## src/rtl/adci2c_pkg.sv

```systemverilog
package adci2c_pkg;

  localparam int RES_W      = 18;
  localparam int BYTE_BITS  = 8;
  localparam int BIT_CNT_W  = $clog2(BYTE_BITS) + 1;
  localparam int IDX_W      = 2;
  localparam int CFG_W      = 7;
  localparam int EXT_W      = 24;
  localparam logic [3:0] DEV_CODE = 4'b1101;

  typedef enum logic [1:0] {
    RES12 = 2'b00,
    RES14 = 2'b01,
    RES16 = 2'b10,
    RES18 = 2'b11
  } resMode_t;

  typedef enum logic [2:0] {
    ST_IDLE,
    ST_ADDR,
    ST_ADDR_ACK,
    ST_WR_BYTE,
    ST_WR_ACK,
    ST_RD_BYTE,
    ST_RD_ACK,
    ST_IGNORE
  } busState_t;

  typedef struct packed {
    logic             rxShift;
    logic             txLoad;
    logic             txShift;
    logic             snapshot;
    logic             cfgWrite;
    logic             dataDone;
    logic [IDX_W-1:0] byteIdx;
  } strobe_t;

endpackage

```

## src/rtl/adci2c_sync.sv

```systemverilog
module adci2c_sync #(
  parameter int STAGES = 2
) (
  input  logic clk,
  input  logic rstN,
  input  logic sclIn,
  input  logic sdaIn,
  output logic sclS,
  output logic sdaS,
  output logic sclRise,
  output logic sclFall,
  output logic startDet,
  output logic stopDet
);

  localparam int LINES = 2;

  logic [LINES-1:0] rawIn;
  logic [LINES-1:0] synced;
  logic [LINES-1:0] delayed;

  assign rawIn = {sclIn, sdaIn};

  for (genvar g = 0; g < LINES; g++) begin : g_line
    logic [STAGES-1:0] chain;
    always_ff @(posedge clk or negedge rstN) begin
      if (!rstN) chain <= '1;
      else       chain <= {chain[STAGES-2:0], rawIn[g]};
    end
    assign synced[g] = chain[STAGES-1];
  end

  always_ff @(posedge clk or negedge rstN) begin
    if (!rstN) delayed <= '1;
    else       delayed <= synced;
  end

  logic sclD, sdaD;
  assign sclS = synced[1];
  assign sdaS = synced[0];
  assign sclD = delayed[1];
  assign sdaD = delayed[0];

  assign sclRise  = sclS & ~sclD;
  assign sclFall  = ~sclS & sclD;
  assign startDet = sclS & sclD & sdaD & ~sdaS;
  assign stopDet  = sclS & sclD & ~sdaD & sdaS;

endmodule

```

## src/rtl/adci2c_ctrl.sv

```systemverilog
module adci2c_ctrl
  import adci2c_pkg::*;
#(
  parameter logic [2:0] DEV_ADDR = 3'b000
) (
  input  logic             clk,
  input  logic             rstN,
  input  logic             sclS,
  input  logic             sdaS,
  input  logic             sclRise,
  input  logic             sclFall,
  input  logic             startDet,
  input  logic             stopDet,
  input  logic [7:0]       rxByte,
  input  logic             txBit,
  input  logic [IDX_W-1:0] numData,
  output strobe_t          stb,
  output logic             sdaOe
);

  busState_t            state;
  logic [BIT_CNT_W-1:0] bitCnt;
  logic [IDX_W-1:0]     rdIdx;
  logic [IDX_W-1:0]     nextIdx;
  logic                 isRead;
  logic                 wrFirst;
  logic                 ackDrive;
  logic                 addrHit;
  logic                 byteFull;
  logic                 lastRdBit;
  logic                 busEvent;

  assign addrHit   = (rxByte[7:1] == {DEV_CODE, DEV_ADDR});
  assign byteFull  = (bitCnt == BIT_CNT_W'(BYTE_BITS));
  assign lastRdBit = (bitCnt == BIT_CNT_W'(BYTE_BITS - 1));
  assign nextIdx   = (rdIdx < numData) ? rdIdx + 1'b1 : rdIdx;
  assign busEvent  = startDet | stopDet;

  always_ff @(posedge clk or negedge rstN) begin
    if (!rstN) begin
      state    <= ST_IDLE;
      bitCnt   <= '0;
      rdIdx    <= '0;
      isRead   <= 1'b0;
      wrFirst  <= 1'b0;
      ackDrive <= 1'b0;
    end else if (startDet) begin
      state    <= ST_ADDR;
      bitCnt   <= '0;
      ackDrive <= 1'b0;
    end else if (stopDet) begin
      state    <= ST_IDLE;
      ackDrive <= 1'b0;
    end else begin
      unique case (state)
        ST_ADDR: begin
          if (sclRise) begin
            bitCnt <= bitCnt + 1'b1;
          end else if (sclFall && byteFull) begin
            bitCnt <= '0;
            if (addrHit) begin
              state    <= ST_ADDR_ACK;
              ackDrive <= 1'b1;
              isRead   <= rxByte[0];
            end else begin
              state <= ST_IGNORE;
            end
          end
        end
        ST_ADDR_ACK: begin
          if (sclFall) begin
            ackDrive <= 1'b0;
            rdIdx    <= '0;
            wrFirst  <= ~isRead;
            state    <= isRead ? ST_RD_BYTE : ST_WR_BYTE;
          end
        end
        ST_WR_BYTE: begin
          if (sclRise) begin
            bitCnt <= bitCnt + 1'b1;
          end else if (sclFall && byteFull) begin
            bitCnt   <= '0;
            state    <= ST_WR_ACK;
            ackDrive <= 1'b1;
            wrFirst  <= 1'b0;
          end
        end
        ST_WR_ACK: begin
          if (sclFall) begin
            ackDrive <= 1'b0;
            state    <= ST_WR_BYTE;
          end
        end
        ST_RD_BYTE: begin
          if (sclFall) begin
            if (lastRdBit) begin
              bitCnt <= '0;
              state  <= ST_RD_ACK;
            end else begin
              bitCnt <= bitCnt + 1'b1;
            end
          end
        end
        ST_RD_ACK: begin
          if (sclRise && sdaS) begin
            state <= ST_IGNORE;
          end else if (sclFall) begin
            rdIdx <= nextIdx;
            state <= ST_RD_BYTE;
          end
        end
        ST_IDLE, ST_IGNORE: ;
        default: state <= ST_IDLE;
      endcase
    end
  end

  always_comb begin
    stb = '0;
    if (!busEvent) begin
      unique case (state)
        ST_ADDR: begin
          stb.rxShift  = sclRise;
          stb.snapshot = sclFall & byteFull & addrHit & rxByte[0];
        end
        ST_ADDR_ACK: begin
          stb.txLoad  = sclFall & isRead;
          stb.byteIdx = '0;
        end
        ST_WR_BYTE: begin
          stb.rxShift  = sclRise;
          stb.cfgWrite = sclFall & byteFull & wrFirst;
        end
        ST_RD_BYTE: begin
          stb.txShift = sclFall & ~lastRdBit;
        end
        ST_RD_ACK: begin
          stb.dataDone = sclRise & (rdIdx == numData - 1'b1);
          stb.txLoad   = sclFall & ~sdaS;
          stb.byteIdx  = nextIdx;
        end
        default: ;
      endcase
    end
  end

  assign sdaOe = ackDrive | ((state == ST_RD_BYTE) & ~txBit);

  // drive level moves only while SCL is low, except a forced release
  p_sda_scl_low_r11: assert property (@(posedge clk) disable iff (!rstN)
    (!$stable(sdaOe) && !$past(startDet) && !$past(stopDet)) |-> !sclS);

  // a NAK from the controller ends the drive for good
  p_nak_release_r6: assert property (@(posedge clk) disable iff (!rstN)
    (state == ST_RD_ACK && sclRise && sdaS && !busEvent) |=> (!sdaOe && state == ST_IGNORE));

  // an unmatched address leaves the line released
  p_quiet_ignore_r2: assert property (@(posedge clk) disable iff (!rstN)
    (state == ST_ADDR && sclFall && byteFull && !addrHit && !busEvent) |=> !sdaOe);

endmodule

```

## src/rtl/adci2c_dpath.sv

```systemverilog
module adci2c_dpath
  import adci2c_pkg::*;
(
  input  logic             clk,
  input  logic             rstN,
  input  strobe_t          stb,
  input  logic             sdaS,
  input  logic [RES_W-1:0] resultIn,
  input  logic             resultValid,
  output logic [7:0]       rxByte,
  output logic             txBit,
  output logic [IDX_W-1:0] numData,
  output logic [7:0]       cfgOut,
  output logic             convStart
);

  localparam logic [CFG_W-1:0] CFG_RESET = 7'h10;

  logic [7:0]       rxSh;
  logic [7:0]       txSh;
  logic [RES_W-1:0] resultReg;
  logic [RES_W-1:0] snapReg;
  resMode_t         snapMode;
  logic [CFG_W-1:0] cfgReg;
  logic             readyFlag;
  logic             gotNew;
  logic [EXT_W-1:0] extVal;
  logic [7:0]       loadByte;

  assign rxByte = rxSh;
  assign txBit  = txSh[7];
  assign cfgOut = {readyFlag, cfgReg};

  // sign extension of the snapshot for the resolution in force
  always_comb begin
    unique case (snapMode)
      RES12:   extVal = {{(EXT_W-12){snapReg[11]}}, snapReg[11:0]};
      RES14:   extVal = {{(EXT_W-14){snapReg[13]}}, snapReg[13:0]};
      RES16:   extVal = {{(EXT_W-16){snapReg[15]}}, snapReg[15:0]};
      default: extVal = {{(EXT_W-18){snapReg[17]}}, snapReg[17:0]};
    endcase
  end

  assign numData = (snapMode == RES18) ? IDX_W'(3) : IDX_W'(2);

  always_comb begin
    loadByte = {readyFlag, cfgReg};
    if (stb.byteIdx < numData) begin
      if (snapMode == RES18) begin
        unique case (stb.byteIdx)
          2'd0:    loadByte = extVal[23:16];
          2'd1:    loadByte = extVal[15:8];
          default: loadByte = extVal[7:0];
        endcase
      end else begin
        loadByte = (stb.byteIdx == '0) ? extVal[15:8] : extVal[7:0];
      end
    end
  end

  always_ff @(posedge clk or negedge rstN) begin
    if (!rstN) begin
      rxSh <= '0;
      txSh <= '1;
    end else begin
      if (stb.rxShift) rxSh <= {rxSh[6:0], sdaS};
      if (stb.txLoad)       txSh <= loadByte;
      else if (stb.txShift) txSh <= {txSh[6:0], 1'b1};
    end
  end

  always_ff @(posedge clk or negedge rstN) begin
    if (!rstN) begin
      resultReg <= '0;
      snapReg   <= '0;
      snapMode  <= RES12;
    end else begin
      if (resultValid) resultReg <= resultIn;
      if (stb.snapshot) begin
        snapReg  <= resultReg;
        snapMode <= resMode_t'(cfgReg[3:2]);
      end
    end
  end

  always_ff @(posedge clk or negedge rstN) begin
    if (!rstN) begin
      cfgReg    <= CFG_RESET;
      convStart <= 1'b0;
    end else begin
      convStart <= stb.cfgWrite;
      if (stb.cfgWrite) cfgReg <= rxSh[CFG_W-1:0];
    end
  end

  always_ff @(posedge clk or negedge rstN) begin
    if (!rstN) begin
      readyFlag <= 1'b1;
      gotNew    <= 1'b0;
    end else if (resultValid) begin
      readyFlag <= 1'b0;
      gotNew    <= 1'b1;
    end else begin
      if (stb.snapshot) gotNew <= 1'b0;
      if (stb.dataDone && !gotNew) readyFlag <= 1'b1;
    end
  end

  // the configuration never moves without a start pulse
  p_cfg_change_start_r8: assert property (@(posedge clk) disable iff (!rstN)
    !$stable(cfgOut[CFG_W-1:0]) |-> convStart);

  // start is a single-cycle pulse
  p_start_pulse_r8: assert property (@(posedge clk) disable iff (!rstN)
    convStart |=> !convStart);

  // a new result always clears the ready flag
  p_ready_clear_r9: assert property (@(posedge clk) disable iff (!rstN)
    $past(resultValid) |-> !readyFlag);

endmodule

```

## src/rtl/adc_i2c_target.sv

```systemverilog
module adc_i2c_target
  import adci2c_pkg::*;
#(
  parameter logic [2:0] DEV_ADDR    = 3'b000,
  parameter int         SYNC_STAGES = 2
) (
  input  logic             clk,
  input  logic             rstN,
  input  logic             sclIn,
  input  logic             sdaIn,
  output logic             sdaOe,
  input  logic [RES_W-1:0] resultIn,
  input  logic             resultValid,
  output logic [7:0]       cfgOut,
  output logic             convStart
);

  logic             sclS, sdaS, sclRise, sclFall, startDet, stopDet;
  logic [7:0]       rxByte;
  logic             txBit;
  logic [IDX_W-1:0] numData;
  strobe_t          stb;

  adci2c_sync #(.STAGES(SYNC_STAGES)) u_sync (
    .clk(clk), .rstN(rstN), .sclIn(sclIn), .sdaIn(sdaIn),
    .sclS(sclS), .sdaS(sdaS), .sclRise(sclRise), .sclFall(sclFall),
    .startDet(startDet), .stopDet(stopDet)
  );

  adci2c_ctrl #(.DEV_ADDR(DEV_ADDR)) u_ctrl (
    .clk(clk), .rstN(rstN), .sclS(sclS), .sdaS(sdaS),
    .sclRise(sclRise), .sclFall(sclFall), .startDet(startDet), .stopDet(stopDet),
    .rxByte(rxByte), .txBit(txBit), .numData(numData), .stb(stb), .sdaOe(sdaOe)
  );

  adci2c_dpath u_dpath (
    .clk(clk), .rstN(rstN), .stb(stb), .sdaS(sdaS),
    .resultIn(resultIn), .resultValid(resultValid),
    .rxByte(rxByte), .txBit(txBit), .numData(numData),
    .cfgOut(cfgOut), .convStart(convStart)
  );

endmodule

```

## config.mk

```make
export PLATFORM = sky130hd
export DESIGN_NAME = adc_i2c_target
export DESIGN_NICKNAME = d
export VERILOG_FILES = /design/src/rtl/adci2c_pkg.sv /design/src/rtl/adci2c_sync.sv /design/src/rtl/adci2c_ctrl.sv /design/src/rtl/adci2c_dpath.sv /design/src/rtl/adc_i2c_target.sv
export SDC_FILE = /design/constraint.sdc
export NUM_CORES = 1
export LEC_CHECK = 0
export ABC_AREA = 1
export ABC_CLOCK_PERIOD_IN_PS = 2550
export BUFFER_PORTS_ARGS = -buffer_cell sky130_fd_sc_hd__buf_2
export CAP_MARGIN = 0
export CORE_MARGIN = 4
export CORE_UTILIZATION = 59
export CTS_CLUSTER_DIAMETER = 150
export DETAILED_ROUTE_END_ITERATION = 10
export PLACE_DENSITY = 0.82
export RECOVER_POWER = 100
export REMOVE_ABC_BUFFERS = 1
export SETUP_SLACK_MARGIN = 0.05
export SYNTH_ARGS = -nofsm -noshare
export SYNTH_HDL_FRONTEND = slang
export SYNTH_SLANG_ARGS = --single-unit
```

## constraint.sdc

```tcl
create_clock -name clk -period 2.55 [get_ports clk]
set_clock_uncertainty 0.1 [all_clocks]
set_input_delay 0.51 -clock clk [delete_from_list [all_inputs] [get_ports clk]]
set_output_delay 0.51 -clock clk [all_outputs]
set_load 0.02 [all_outputs]
```

After elaboration in Yosys (flattened, before gate mapping)
Index checks and enable logic that the tools add are counted.
{ "word_totals": {"ff_bits": 82, "wordCells": 166} }
{ "classes": {"n_addsub": 3, "n_lt_le_gt_ge": 2, "n_eq_ne": 33, "mux": 60, "bitwise_logic": 28, "n_reduce_logical": 22} }
{ "ops": {"columns": ["op", "count"], "rows": [
  ["one-hot mux 24 bit (3 select lines)", 1],
  ["2-to-1 mux 8 bit", 6],
  ["2-to-1 mux 3 bit", 14],
  ["!= test 4 x 1 -> 1 bit (second input constant)", 9],
  ["2-to-1 mux 4 bit", 6],
  ["2-to-1 mux 1 bit", 21],
  ["one-hot mux 3 bit (6 select lines)", 1],
  ["AND reduction 6 bit", 3],
  ["AND 1 bit", 16],
  ["one-hot mux 8 bit (2 select lines)", 1],
  ["2-to-1 mux 2 bit", 5],
  ["NOT 1 bit", 10],
  ["AND reduction 10 bit", 1],
  ["nonzero test 2 bit", 5],
  ["== test 3 bit (second input constant)", 3],
  ["!= test 2 x 1 -> 1 bit (second input constant)", 4],
  ["!= test 4 bit (second input constant)", 2],
  ["one-hot mux 4 bit (2 select lines)", 1],
  ["nonzero test 8 bit", 1],
  ["== test 7 bit (second input constant)", 1],
  ["AND reduction 7 bit", 1],
  ["== test 3 x 2 -> 1 bit (second input constant)", 2],
  ["!= test 5 x 1 -> 1 bit (second input constant)", 1],
  ["nonzero test 5 bit", 1],
  ["other kinds (22)", 32]
]} }

Longest topological paths before layout
{ "depth": {"word_depth": 12, "ltp_mapped": 17} }

Cells and area by module
A second synthesis with hierarchy kept.
{ "hier_totals": {"hier_cells": 585, "hier_area_um2": 4385.5} }
{ "modules_own_cells": {"columns": ["mod", "instances", "cells_each", "area_per_inst_um2"], "rows": [
  ["adci2c_dpath", 1, 375, 2961.6],
  ["adci2c_ctrl", 1, 193, 1224.9],
  ["adci2c_sync", 1, 17, 198.9]
]} }

Worst setup path before layout
Ideal clock, no wire load.
{ "synth_timing": {"path_type": "flip-flop to flip-flop", "from": "register u_dpath.snapMode[1]", "to": "register u_dpath.txSh[3]", "arrival_time_ns": 2.108, "t_required_ns": 2.382, "slack_ns": 0.274, "stages_incl_launch_ff": 17, "synth_period_minus_slack_ns": 2.276, "path_cell_list": "dfrtp_1 -> buf_2 -> nand2_1 -> inv_2 -> ha_1 -> inv_1 -> nand2_1 -> nand2_1 -> nand2_1 -> nor2_8 -> inv_2 -> nand2_2 -> nand2_4 -> buf_2 -> o21ai_0 -> inv_1 -> a21oi_2"} }
{ "synth_via": {"elab_chain_len": 11} }
{ "synth_rtl": {"columns": ["element", "line_no", "source"], "rows": [
  ["start: declaration", "adci2c_dpath.sv:23", "resMode_t snapMode;"],
  ["start signal: assignment", "adci2c_dpath.sv:81", "snapMode <= resMode_t'(cfgReg[3:2]);"],
  ["== test 2 bit", "adci2c_dpath.sv:44, adci2c_dpath.sv:49", null],
  ["2-to-1 mux 1 bit", "adci2c_dpath.sv:44", "assign numData = (snapMode == RES18) ? IDX_W'(3) : IDX_W'(2);"],
  ["< comparator 2 bit", "adci2c_ctrl.sv:36", "assign nextIdx = (rdIdx < numData) ? rdIdx + 1'b1 : rdIdx;"],
  ["2-to-1 mux 2 bit", "adci2c_ctrl.sv:36", null],
  ["2-to-1 mux 2 bit", "adci2c_ctrl.sv:121", "unique case (state)"],
  ["2-to-1 mux 8 bit", "adci2c_ctrl.sv:120", "if (!busEvent) begin"],
  ["== test 2 x 1 -> 1 bit / logical NOT 2 bit (equally long branches)", "adci2c_dpath.sv:50, adci2c_dpath.sv:56", null],
  ["one-hot mux 8 bit (2 select lines) / 2-to-1 mux 8 bit (equally long branches)", "adci2c_dpath.sv:50, adci2c_dpath.sv:56", null],
  ["2-to-1 mux 8 bit", "adci2c_dpath.sv:49", "if (snapMode == RES18) begin"],
  ["2-to-1 mux 8 bit *", "adci2c_dpath.sv:48", "if (stb.byteIdx < numData) begin"],
  ["2-to-1 mux 8 bit *", "adci2c_dpath.sv:67", "if (stb.txLoad) txSh <= loadByte;"],
  ["end signal: assignment", "adci2c_dpath.sv:67", null],
  ["end signal: assignment", "adci2c_dpath.sv:68", "else if (stb.txShift) txSh <= {txSh[6:0], 1'b1};"],
  ["end: declaration", "adci2c_dpath.sv:20", "logic [7:0] txSh;"]
]} }
Every way passes the cells marked *; elsewhere a longest branch is shown, timed or not.
A chain may end at the register's enable or synchronous reset.

Worst setup path after layout
{ "layout_timing": {"from": "register u_dpath.snapMode[1]", "to": "register u_dpath.txSh[0]"} }
The elaborated chain is that of the path after synthesis.

==> results.json <==
{
  "synth_top_area_share_pct": 38.5,
  "vias": 3517,
  "crit_path_end_kind": "flop",
  "dieArea_um2": 8700,
  "cts_sinks": 82,
  "slew-limit-headroom_pct": 17.2,
  "synth.avg_cell_area_um2": 8.13,
  "period_share_pct": 90.3,
  "finalNetCount": 585,
  "n_antenna_cell": 0,
  "synthFlopType": "dfrtp_1",
  "cts_buffers": 9,
  "clock_latency_ns": 0.35,
  "fillCellCount": 615,
  "drv_cap": 0,
  "synthCells": 528,
  "arrival_ns": 2.50,
  "die_w_um": 93.3,
  "ir_drop_v": 0.000353,
  "clockBufferDepth": 2,
  "power.leakage_uw": 0.00229,
  "grt_max_degree": 46,
  "grt_usage_pct": 23.5,
  "busiest_layer": "met2",
  "synth.distinct_cells": 44,
  "drive_above_1_share_pct": 15.8,
  "antenna_left": 0,
  "area_growth_pct": 7.72,
  "setup_violations": 0,
  "ys_seq_area_share_pct": 48.3,
  "final_cell_mix": "129 x nand2_1, 73 x inv_1, 72 x o21ai_0",
  "hpwl_mm": 6.64,
  "cts_tree": "done",
  "crit_required_ns": 2.74,
  "vias_per_cell": 5.33,
  "ioPinCount": 33,
  "fin_util_pct": 66.6,
  "synth_area_um2": 4290,
  "grt_util_met3_pct": 3.54,
  "cp_slowest_cell": "dfrtp_1",
  "path_max_fanout": 11,
  "synth_edf_count": 0,
  "place_congestion": 0.977,
  "synth_area_leaders": "dfrtp_1 38%, nand2_1 11%, dfstp_2 9.8%",
  "fin_crit_ns": 2.30,
  "grt_first_pass_wirelength_mm": 16.1,
  "path_cells": "nand2_1, inv_2, ha_1, inv_1, nand2_1, nand2_1, nand2_1, nor2_8, nand2_4, nand2_2, nand2_1, o21ai_2, nand2_1, nand2_1, nand2_1, a21oi_2",
  "cts_root_buf": "clkbuf_8",
  "drcViolationCount": 0,
  "grtUsageMet1_pct": 31.0,
  "wl_per_cell_um": 13.6,
  "first_global_vias": 3466,
  "post_cts_buffers": 0,
  "core_area_um2": 6940,
  "post_cts_resized": 0,
  "portBuffers": 32,
  "initial_core_util_pct": 61.8,
  "rsz0062_at_grt": "false",
  "outcome": "complete, no violations",
  "crit_type": "reg -> reg",
  "slowest_delay_ns": 0.46,
  "dr.pass1.iters": 4,
  "ys_warn_count": 0,
  "fmax_mhz": 434,
  "hold_viol_final": 0,
  "finalSetupTns_ns": 0,
  "async_flop_share_pct": 100,
  "layout_commonest_cell": "nand2_1",
  "synth.largest_area_cell": "dfrtp_1",
  "maxSlewViolCount": 0,
  "crit_top_cell": "nand2_1",
  "grt_util_met2_pct": 38.5,
  "power_density_nw_per_um2": 768,
  "drt-initial-drc-count": 220,
  "std_cell_rows": 30,
  "clkTransAtPathRegs_ns": 0.09,
  "routed_wl_mm": 8.99,
  "ys_ff_latch": 82,
  "holdBufCountCts": 0,
  "grt_antenna_before_repair": 0,
  "min_path_type": "in -> reg",
  "h-tree-depth": 3,
  "tightest_slew_ns": 1.24,
  "overflow": 0,
  "worstSetupStartpointType": "flop",
  "die_h_um": 93.3
}
layout make-up:
cell class	instances	area, um^2	area share (%)
Tap cell	96	120	2.60
Inverter	85	323	6.98
Sequential cell	82	2070	44.8
Multi-Input combinational cell	346	1740	37.6
Timing Repair Buffer	35	166	3.60
Clock inverter	5	62.6	1.35
Clock buffer	11	141	3.06
critical path: cells and delay by family (launching register included):
family	cells	cell delay, ns
AO/OA/AOI/OAI	2	0.18
adder cells (fa/ha/maj)	1	0.21
buffers and inverters	2	0.17
flip-flops	1	0.46
AND/OR/NAND/NOR	11	1.12
power by group:
part	switching, uW	total [uW]	internal [uW]
clock network	489	974	485
logic	597	892	295
registers	144	1690	1540
total	1230	3550	2320
cell families after synthesis:
kind of cell	synth area share, %
flip-flops	48.3
AND/OR/NAND/NOR	26.7
AO/OA/AOI/OAI	14.1
buffers and inverters	9.62
adder cells (fa/ha/maj)	0.874
XOR/XNOR	0.408
metrics by stage:
step | power, uW | setup slack, ns | std cells | instance area (um^2) | hold slack, ns
2_1_floorplan | 2360 | 0.295 | 513 | 4200 | 0.114
3_3_place_gp | 2610 | 0.393 | 644 | 4520 | 0.248
3_5_place_dp | 2620 | 0.353 | 644 | 4520 | 0.247
6_report | 3550 | 0.246 | 660 | 4620 | 0.151
4_1_cts | 3600 | 0.349 | 660 | 4720 | 0.0299
5_1_grt | 3810 | 0.0511 | 660 | 4620 | 0.128
metal layers:
metal | wire length, um | vias to the layer above
met2 | 4360 | 84
li1 | - | 1765
met5 | 0 | -
met3 | 368 | 20
met4 | 200 | 0
met1 | 4060 | 1648
final timing paths:
path / cells after the start / slack, ns / start / endpoint
setup reg to reg: 16 / 0.25 / u_dpath.snapMode[1] / u_dpath.txSh[0]
setup / recovery: 16 / 0.25 / u_dpath.snapMode[1] / u_dpath.txSh[0]
hold / removal: 1 / 0.15 / sdaIn / u_sync.g_line[0].chain[0]
max in group asynchronous: 2 / 0.60 / rstN / u_dpath.snapReg[11]
min in group asynchronous: 1 / 0.19 / rstN / u_ctrl.state[0]
hold reg to reg: 0 / 0.26 / u_sync.g_line[0].chain[0] / u_sync.g_line[0].chain[1]
cells in the mapped netlist, types with 2 or more instances:
cell,number
buf_2,6
nand2_1,129
nand2_2,4
nand4_1,10
dfstp_2,16
nor2_4,3
inv_2,11
buf_4,2
a21oi_2,3
dfrtp_1,66
o21ai_0,54
clkbuf_1,5
nor2_1,26
nand3_2,2
o211ai_1,2
a31oi_1,2
or2_2,2
nor3_1,4
o21ai_1,12
xor2_1,2
nand2_4,7
inv_1,72
nand3b_1,4
a21oi_1,12
o21ai_2,11
nand3_1,41
ha_1,3
state kept, by name (all words and copies together) (netlist names), 2 cells and up:
name and cells:
u_ctrl.bitCnt 4, u_ctrl.rdIdx 2, u_ctrl.state 3, u_dpath.cfgReg 7, u_dpath.resultReg 18, u_dpath.rxByte 8
u_dpath.snapMode 2, u_dpath.snapReg 18, u_dpath.txSh 8, u_sync.delayed 2, u_sync.g_line.chain 4
No activity file was read; power rests on OpenSTA's default activity.
